`config.mk`:
```
export PLATFORM = sky130hd
export DESIGN_NAME = pdac_frontend
export DESIGN_NICKNAME = d
export VERILOG_FILES = /design/src/rtl/pdac_pkg.sv /design/src/rtl/pdac_sync2.sv /design/src/rtl/pdac_regpair.sv /design/src/rtl/pdac_low_meter.sv /design/src/rtl/pdac_timing_mon.sv /design/src/rtl/pdac_frontend.sv
export SDC_FILE = /design/constraint.sdc
export NUM_CORES = 1
export LEC_CHECK = 0
export BUFFER_PORTS_ARGS = -buffer_cell sky130_fd_sc_hd__buf_2
export CAP_MARGIN = 20
export CORE_AREA = 10 10 85 87
export DETAILED_ROUTE_END_ITERATION = 12
export DIE_AREA = 0 0 95 97
export HOLD_SLACK_MARGIN = 0.08
export PLACE_DENSITY = 0.92
export RECOVER_POWER = 25
export SLEW_MARGIN = 20
export SYNTH_ARGS = -nofsm -noshare
export SYNTH_HDL_FRONTEND = slang
export SYNTH_SLANG_ARGS = --single-unit
```
`constraint.sdc`:
```
create_clock -name clk -period 3.5 [get_ports clk]
set_input_delay 0.35 -clock clk [delete_from_list [all_inputs] [get_ports clk]]
set_output_delay 0.35 -clock clk [all_outputs]
set_load 0.03 [all_outputs]
```
`src/rtl/pdac_pkg.sv`:
```
package pdac_pkg;
  localparam int VB_WR    = 0;
  localparam int VB_SEL   = 1;
  localparam int VB_ZERO  = 2;
  localparam int VB_SETUP = 3;
  localparam int VB_HOLD  = 4;
  localparam int NVIOL    = 5;

  function automatic int ps_to_cyc(input int ps, input int clk_ps);
    return (ps + clk_ps - 1) / clk_ps;
  endfunction
endpackage

```
`src/rtl/pdac_sync2.sv`:
```
module pdac_sync2 #(
  parameter int          W       = 1,
  parameter logic [W-1:0] RST_VAL = '0
) (
  input  logic         clk,
  input  logic         rst,
  input  logic [W-1:0] d,
  output logic [W-1:0] q
);
  logic [W-1:0] stage1;

  always_ff @(posedge clk) begin
    if (rst) begin
      stage1 <= RST_VAL;
      q      <= RST_VAL;
    end else begin
      stage1 <= d;
      q      <= stage1;
    end
  end
endmodule

```
`src/rtl/pdac_regpair.sv`:
```
module pdac_regpair #(
  parameter int DW = 8
) (
  input  logic          clk,
  input  logic          rst,
  input  logic [DW-1:0] d_a,
  input  logic          sel_a,
  input  logic          strobe_a,
  input  logic          xfer_a,
  input  logic          zero_a,
  output logic [DW-1:0] code
);
  logic [DW-1:0] in_r;

  always_ff @(posedge clk) begin
    if (rst || !zero_a) begin
      in_r <= '0;
      code <= '0;
    end else begin
      if (!sel_a && !strobe_a)  in_r <= d_a;
      if (!xfer_a && !strobe_a) code <= in_r;
    end
  end
endmodule

```
`src/rtl/pdac_low_meter.sv`:
```
module pdac_low_meter #(
  parameter int MIN_CYC = 23
) (
  input  logic clk,
  input  logic rst,
  input  logic lvl,
  output logic short_o
);
  localparam int CW = $clog2(MIN_CYC + 1);
  localparam logic [CW-1:0] LIMIT = CW'(MIN_CYC);

  logic [CW-1:0] cnt;
  logic          lvl_q;

  always_ff @(posedge clk) begin
    if (rst) begin
      cnt   <= '0;
      lvl_q <= 1'b1;
    end else begin
      lvl_q <= lvl;
      if (lvl)              cnt <= '0;
      else if (cnt != LIMIT) cnt <= cnt + 1'b1;
    end
  end

  assign short_o = lvl && !lvl_q && (cnt < LIMIT);
endmodule

```
`src/rtl/pdac_timing_mon.sv`:
```
module pdac_timing_mon
  import pdac_pkg::*;
#(
  parameter int DW        = 8,
  parameter int PULSE_CYC = 23,
  parameter int SETUP_CYC = 23,
  parameter int HOLD_CYC  = 3
) (
  input  logic             clk,
  input  logic             rst,
  input  logic [DW-1:0]    d_a,
  input  logic             sel_a,
  input  logic             strobe_a,
  input  logic             xfer_a,
  input  logic             zero_a,
  input  logic             flag_clr,
  output logic [NVIOL-1:0] flags
);
  localparam int SW = $clog2(SETUP_CYC + 1);
  localparam int HW = $clog2(HOLD_CYC + 1);
  localparam logic [SW-1:0] S_LIM = SW'(SETUP_CYC);
  localparam logic [HW-1:0] H_RLD = HW'(HOLD_CYC - 1);

  // pulse meters: 0 strobe, 1 select, 2 transfer, 3 zero
  logic [3:0] lvl_vec, short_vec;
  assign lvl_vec = {zero_a, xfer_a, sel_a, strobe_a};

  for (genvar i = 0; i < 4; i++) begin : g_meter
    pdac_low_meter #(.MIN_CYC(PULSE_CYC)) u_meter (
      .clk(clk), .rst(rst), .lvl(lvl_vec[i]), .short_o(short_vec[i])
    );
  end

  logic          strobe_q, sel_q;
  logic [DW-1:0] data_q, hold_val;
  logic [SW-1:0] run;
  logic [HW-1:0] hold_left;

  always_ff @(posedge clk) begin
    if (rst) begin
      strobe_q <= 1'b1;
      sel_q    <= 1'b1;
      data_q   <= '0;
      run      <= '0;
    end else begin
      strobe_q <= strobe_a;
      sel_q    <= sel_a;
      data_q   <= d_a;
      if (d_a != data_q)   run <= SW'(1);
      else if (run != S_LIM) run <= run + 1'b1;
    end
  end

  logic armed, setup_evt, hold_evt;
  assign armed     = strobe_a && !strobe_q && !sel_q;
  assign setup_evt = armed && (run < S_LIM);
  assign hold_evt  = (armed && (d_a != data_q)) ||
                     ((hold_left != '0) && (d_a != hold_val));

  always_ff @(posedge clk) begin
    if (rst) begin
      hold_left <= '0;
      hold_val  <= '0;
    end else if (armed) begin
      hold_left <= H_RLD;
      hold_val  <= data_q;
    end else if (hold_left != '0) begin
      hold_left <= hold_left - 1'b1;
    end
  end

  logic [NVIOL-1:0] events;
  always_comb begin
    events           = '0;
    events[VB_WR]    = short_vec[0];
    events[VB_SEL]   = short_vec[1] | short_vec[2];
    events[VB_ZERO]  = short_vec[3];
    events[VB_SETUP] = setup_evt;
    events[VB_HOLD]  = hold_evt;
  end

  always_ff @(posedge clk) begin
    if (rst)           flags <= '0;
    else if (flag_clr) flags <= events;
    else               flags <= flags | events;
  end
endmodule

```
`src/rtl/pdac_frontend.sv`:
```
module pdac_frontend
  import pdac_pkg::*;
#(
  parameter int DW       = 8,
  parameter int CLK_PS   = 4000,
  parameter int PULSE_PS = 90000,
  parameter int SETUP_PS = 90000,
  parameter int HOLD_PS  = 10000
) (
  input  logic             clk,
  input  logic             rst,
  input  logic [DW-1:0]    bus_d,
  input  logic             sel_n,
  input  logic             strobe_n,
  input  logic             xfer_n,
  input  logic             zero_n,
  input  logic             flag_clr,
  output logic [DW-1:0]    dac_code,
  output logic [NVIOL-1:0] viol_flags
);
  localparam int PULSE_CYC = ps_to_cyc(PULSE_PS, CLK_PS);
  localparam int SETUP_CYC = ps_to_cyc(SETUP_PS, CLK_PS);
  localparam int HOLD_CYC  = ps_to_cyc(HOLD_PS, CLK_PS);

  logic [3:0]    ctl_a;
  logic [DW-1:0] d_a;

  pdac_sync2 #(.W(4), .RST_VAL(4'hF)) u_ctl_sync (
    .clk(clk), .rst(rst), .d({zero_n, xfer_n, strobe_n, sel_n}), .q(ctl_a)
  );

  pdac_sync2 #(.W(DW), .RST_VAL('0)) u_bus_sync (
    .clk(clk), .rst(rst), .d(bus_d), .q(d_a)
  );

  pdac_regpair #(.DW(DW)) u_regs (
    .clk(clk), .rst(rst), .d_a(d_a),
    .sel_a(ctl_a[0]), .strobe_a(ctl_a[1]), .xfer_a(ctl_a[2]), .zero_a(ctl_a[3]),
    .code(dac_code)
  );

  pdac_timing_mon #(
    .DW(DW), .PULSE_CYC(PULSE_CYC), .SETUP_CYC(SETUP_CYC), .HOLD_CYC(HOLD_CYC)
  ) u_mon (
    .clk(clk), .rst(rst), .d_a(d_a),
    .sel_a(ctl_a[0]), .strobe_a(ctl_a[1]), .xfer_a(ctl_a[2]), .zero_a(ctl_a[3]),
    .flag_clr(flag_clr), .flags(viol_flags)
  );
endmodule

```
==> flow_metrics.tcl <==
set metrics [dict create \
    post-place-ws_ps 1830 \
    status "finished, violations left" \
    drv_cap 1 \
    netlist_area_mm2 0.00340 \
    fin_util_pct 68.4 \
    ys_seq_area_share_pct 54.2 \
    drtPass1Iterations 4 \
    swShare_pct 21.7 \
    cts_tree "yes" \
    dieArea_mm2 0.00922 \
    power.share.clock_pct 36.5 \
    syn_nets 373 \
    io_pins 28 \
    synth_cell_types 32 \
    finalWirelength_um 5740 \
    combPwrFrac_pct 3.9 \
    drv_slew 40 \
    dp_hpwl_um 4110 \
    syn_inst 353 \
    yosys_warnings 0 \
    wire_per_inst_um 12.7 \
    cts_hold_buf 0 \
    critical_path.slowest_cell "clkbuf_1" \
    drt_iter0_markers 130 \
    core_area_mm2 0.00547 \
    postCtsSetupBuffers 0 \
    path_buf_inv 2 \
    end_kind "flip-flop" \
    yosysTopAreaCell "dfxtp_1" \
    post-route-period-util_pct 63.1 \
    ant_nets 0 \
    die_w_um 95 \
    p_leak_nw 1.51 \
    io_buffers 27 \
    peakVddDrop_uv 296 \
    grt_max_degree 40 \
    setup_viol 0 \
    path_delay_family "buffers and inverters" \
    cpPeakStageDelay_ps 1080 \
    hold_viol 0 \
    tns_ps 0 \
    drc 0 \
    placed_cells 436 \
    total_power_mw 1.82 \
    cts_buffers 9 \
    num-nets-final 395 \
    tightest_slew_ps 1530 \
    clk_pin_slew_ps 80 \
    min_period_ps 2210 \
    rsz0062_at_grt "no" \
    numClockSinks 92 \
    post_drt_via_cell_ratio 5.21 \
    timing.slew.headroom_pct -1.90 \
    clk_latency_ps 350 \
    gp_congestion 0.698 \
    die_y_um 97 \
    layout.cells.non_filler 452 \
    fp-row-count 27 \
    worstPathCellList "clkbuf_1 -> clkbuf_1 -> or2_2 -> nor3_1" \
    r2r_setup_slack_ps 1790 \
    worst-path-max-fanout 39 \
    n_antenna_cell 0 \
    power.density_mw_per_mm2 487 \
    start_util_pct 62.1 \
    power_frac_seq_pct 59.5 \
    yosys-top-cells-area "dfxtp_1 54%, xor2_1 5.4%, nor2b_1 5.3%" \
    grt_usage_pct 13.4 \
    htree_levels 3 \
    first_global_vias 2308 \
    worstSetupPathType "in -> reg" \
    overflow 0 \
    switchingPower_uw 395 \
    clockBufferDepth 2 \
    drive_gt1_share_pct 15.3 \
    startpoint_type "primary input" \
    fin_skew_ps 7.95 \
    timing.fmax_mhz 453 \
    clockRootBuffer "clkbuf_8" \
    cp_common_cell "clkbuf_1" \
    netlist.area_leader.share_pct 54.2 \
    syn_to_final_growth_pct 10.1 \
    hp-class "in -> reg" \
    setup_ws_ps 1290 \
    critPathRequiredTime_ps 3740 \
    cts_resized 0 \
    vias 2353 \
    avgSynthCellArea_um2 9.63 \
    antenna_found_initial 0 \
    violations "max-capacitance violations, max-slew violations" \
    worstPathArrival_ps 2450 \
    grt_pass1_wl_um 10100 \
    p_int_mw 1.43 \
    ys_seq_elements 92 \
]
[metrics by stage]
step	hold slack, ps	area (µm²)
detailed placement	399	3560
CTS	163	3750
global route	181	3740
finish	176	3740
floorplan	389	3400
global placement	391	3560
[state kept, by name (all words and copies together), names as in the netlist, 4 cells and up]
register                   flops
u_mon.g_meter.u_meter.cnt     20
u_bus_sync.q                   8
u_bus_sync.stage1              8
u_mon.data_q                   8
u_mon.hold_val                 8
u_regs.code                    8
u_regs.in_r                    8
u_mon.flags                    5
u_mon.run                      5
u_ctl_sync.q                   4
u_ctl_sync.stage1              4
[cells in the mapped netlist, drive strengths merged]
cell type and count:
a211o 1, a211oi 1, a21oi 28, a31oi 2, and3 5, buf 4
clkbuf 13, dfxtp 92, ha 5, mux2i 5, nand2 38, nand2b 5
nand3 10, nand3b 4, nand4b 1, nor2 25, nor2b 29, nor3 7
nor3b 6, nor4 4, nor4b 2, o21ai 22, or2 12, or3b 1
xnor2 10, xor2 21
[layout by cell type, fill, tap and decap left out, types with 7 or more instances in the layout]
| cell type | n |
|---|---|
| dfxtp_1 | 92 |
| nand2_1 | 37 |
| nor2b_1 | 29 |
| a21oi_1 | 28 |
| buf_2 | 26 |
| nor2_1 | 25 |
| o21ai_0 | 22 |
| xor2_1 | 21 |
| or2_2 | 12 |
| nand3_1 | 10 |
| xnor2_1 | 10 |
| clkbuf_8 | 9 |
| nor3_1 | 7 |
[worst paths after layout]
kind	startpoint	endpoint	cells past startpoint
max	rst	u_mon.g_meter[3].u_meter.cnt[2]	4
max reg2reg	u_ctl_sync.q[1]	u_mon.hold_val[2]	3
min	zero_n	u_ctl_sync.stage1[3]	2
min reg2reg	u_ctl_sync.stage1[2]	u_ctl_sync.q[2]	1
[layer usage]
metal / vias to the layer above / track usage, % / part of all wire (%)
met2: 31 / 21.4 / 47
met5: - / 0 / 0
met1: 1097 / 16.0 / 47
li1: 1215 / - / -
met4: 0 / 7.44 / 2.4
met3: 10 / 3.24 / 4.1
[power by group through the flow]
stage | clock [mW] | sequential, mW | combinational, mW
2_1_floorplan | 0 | 1.10 | 0.0573
3_3_place_gp | 0 | 1.11 | 0.0704
3_5_place_dp | 0 | 1.11 | 0.0725
4_1_cts | 0.683 | 1.08 | 0.0728
5_1_grt | 0.729 | 1.09 | 0.0809
6_report | 0.665 | 1.08 | 0.0714
[logic make-up after synthesis]
group | synth area share [%]
simple gates | 24.3
flops | 54.2
compound gates | 8.21
xor+xnor | 7.99
buf+inv | 1.99
mux | 1.47
fa+ha+maj | 1.84
[final cells by class]
type	instances	area [µm²]
Clock buffer	11	131
Clock inverter	5	52.6
Fill cell	434	1730
Multi-Input combinational cell	244	1490
Sequential cell	92	1840
Tap cell	72	90.1
Timing Repair Buffer	28	138
No activity file was read; power rests on OpenSTA's default activity.
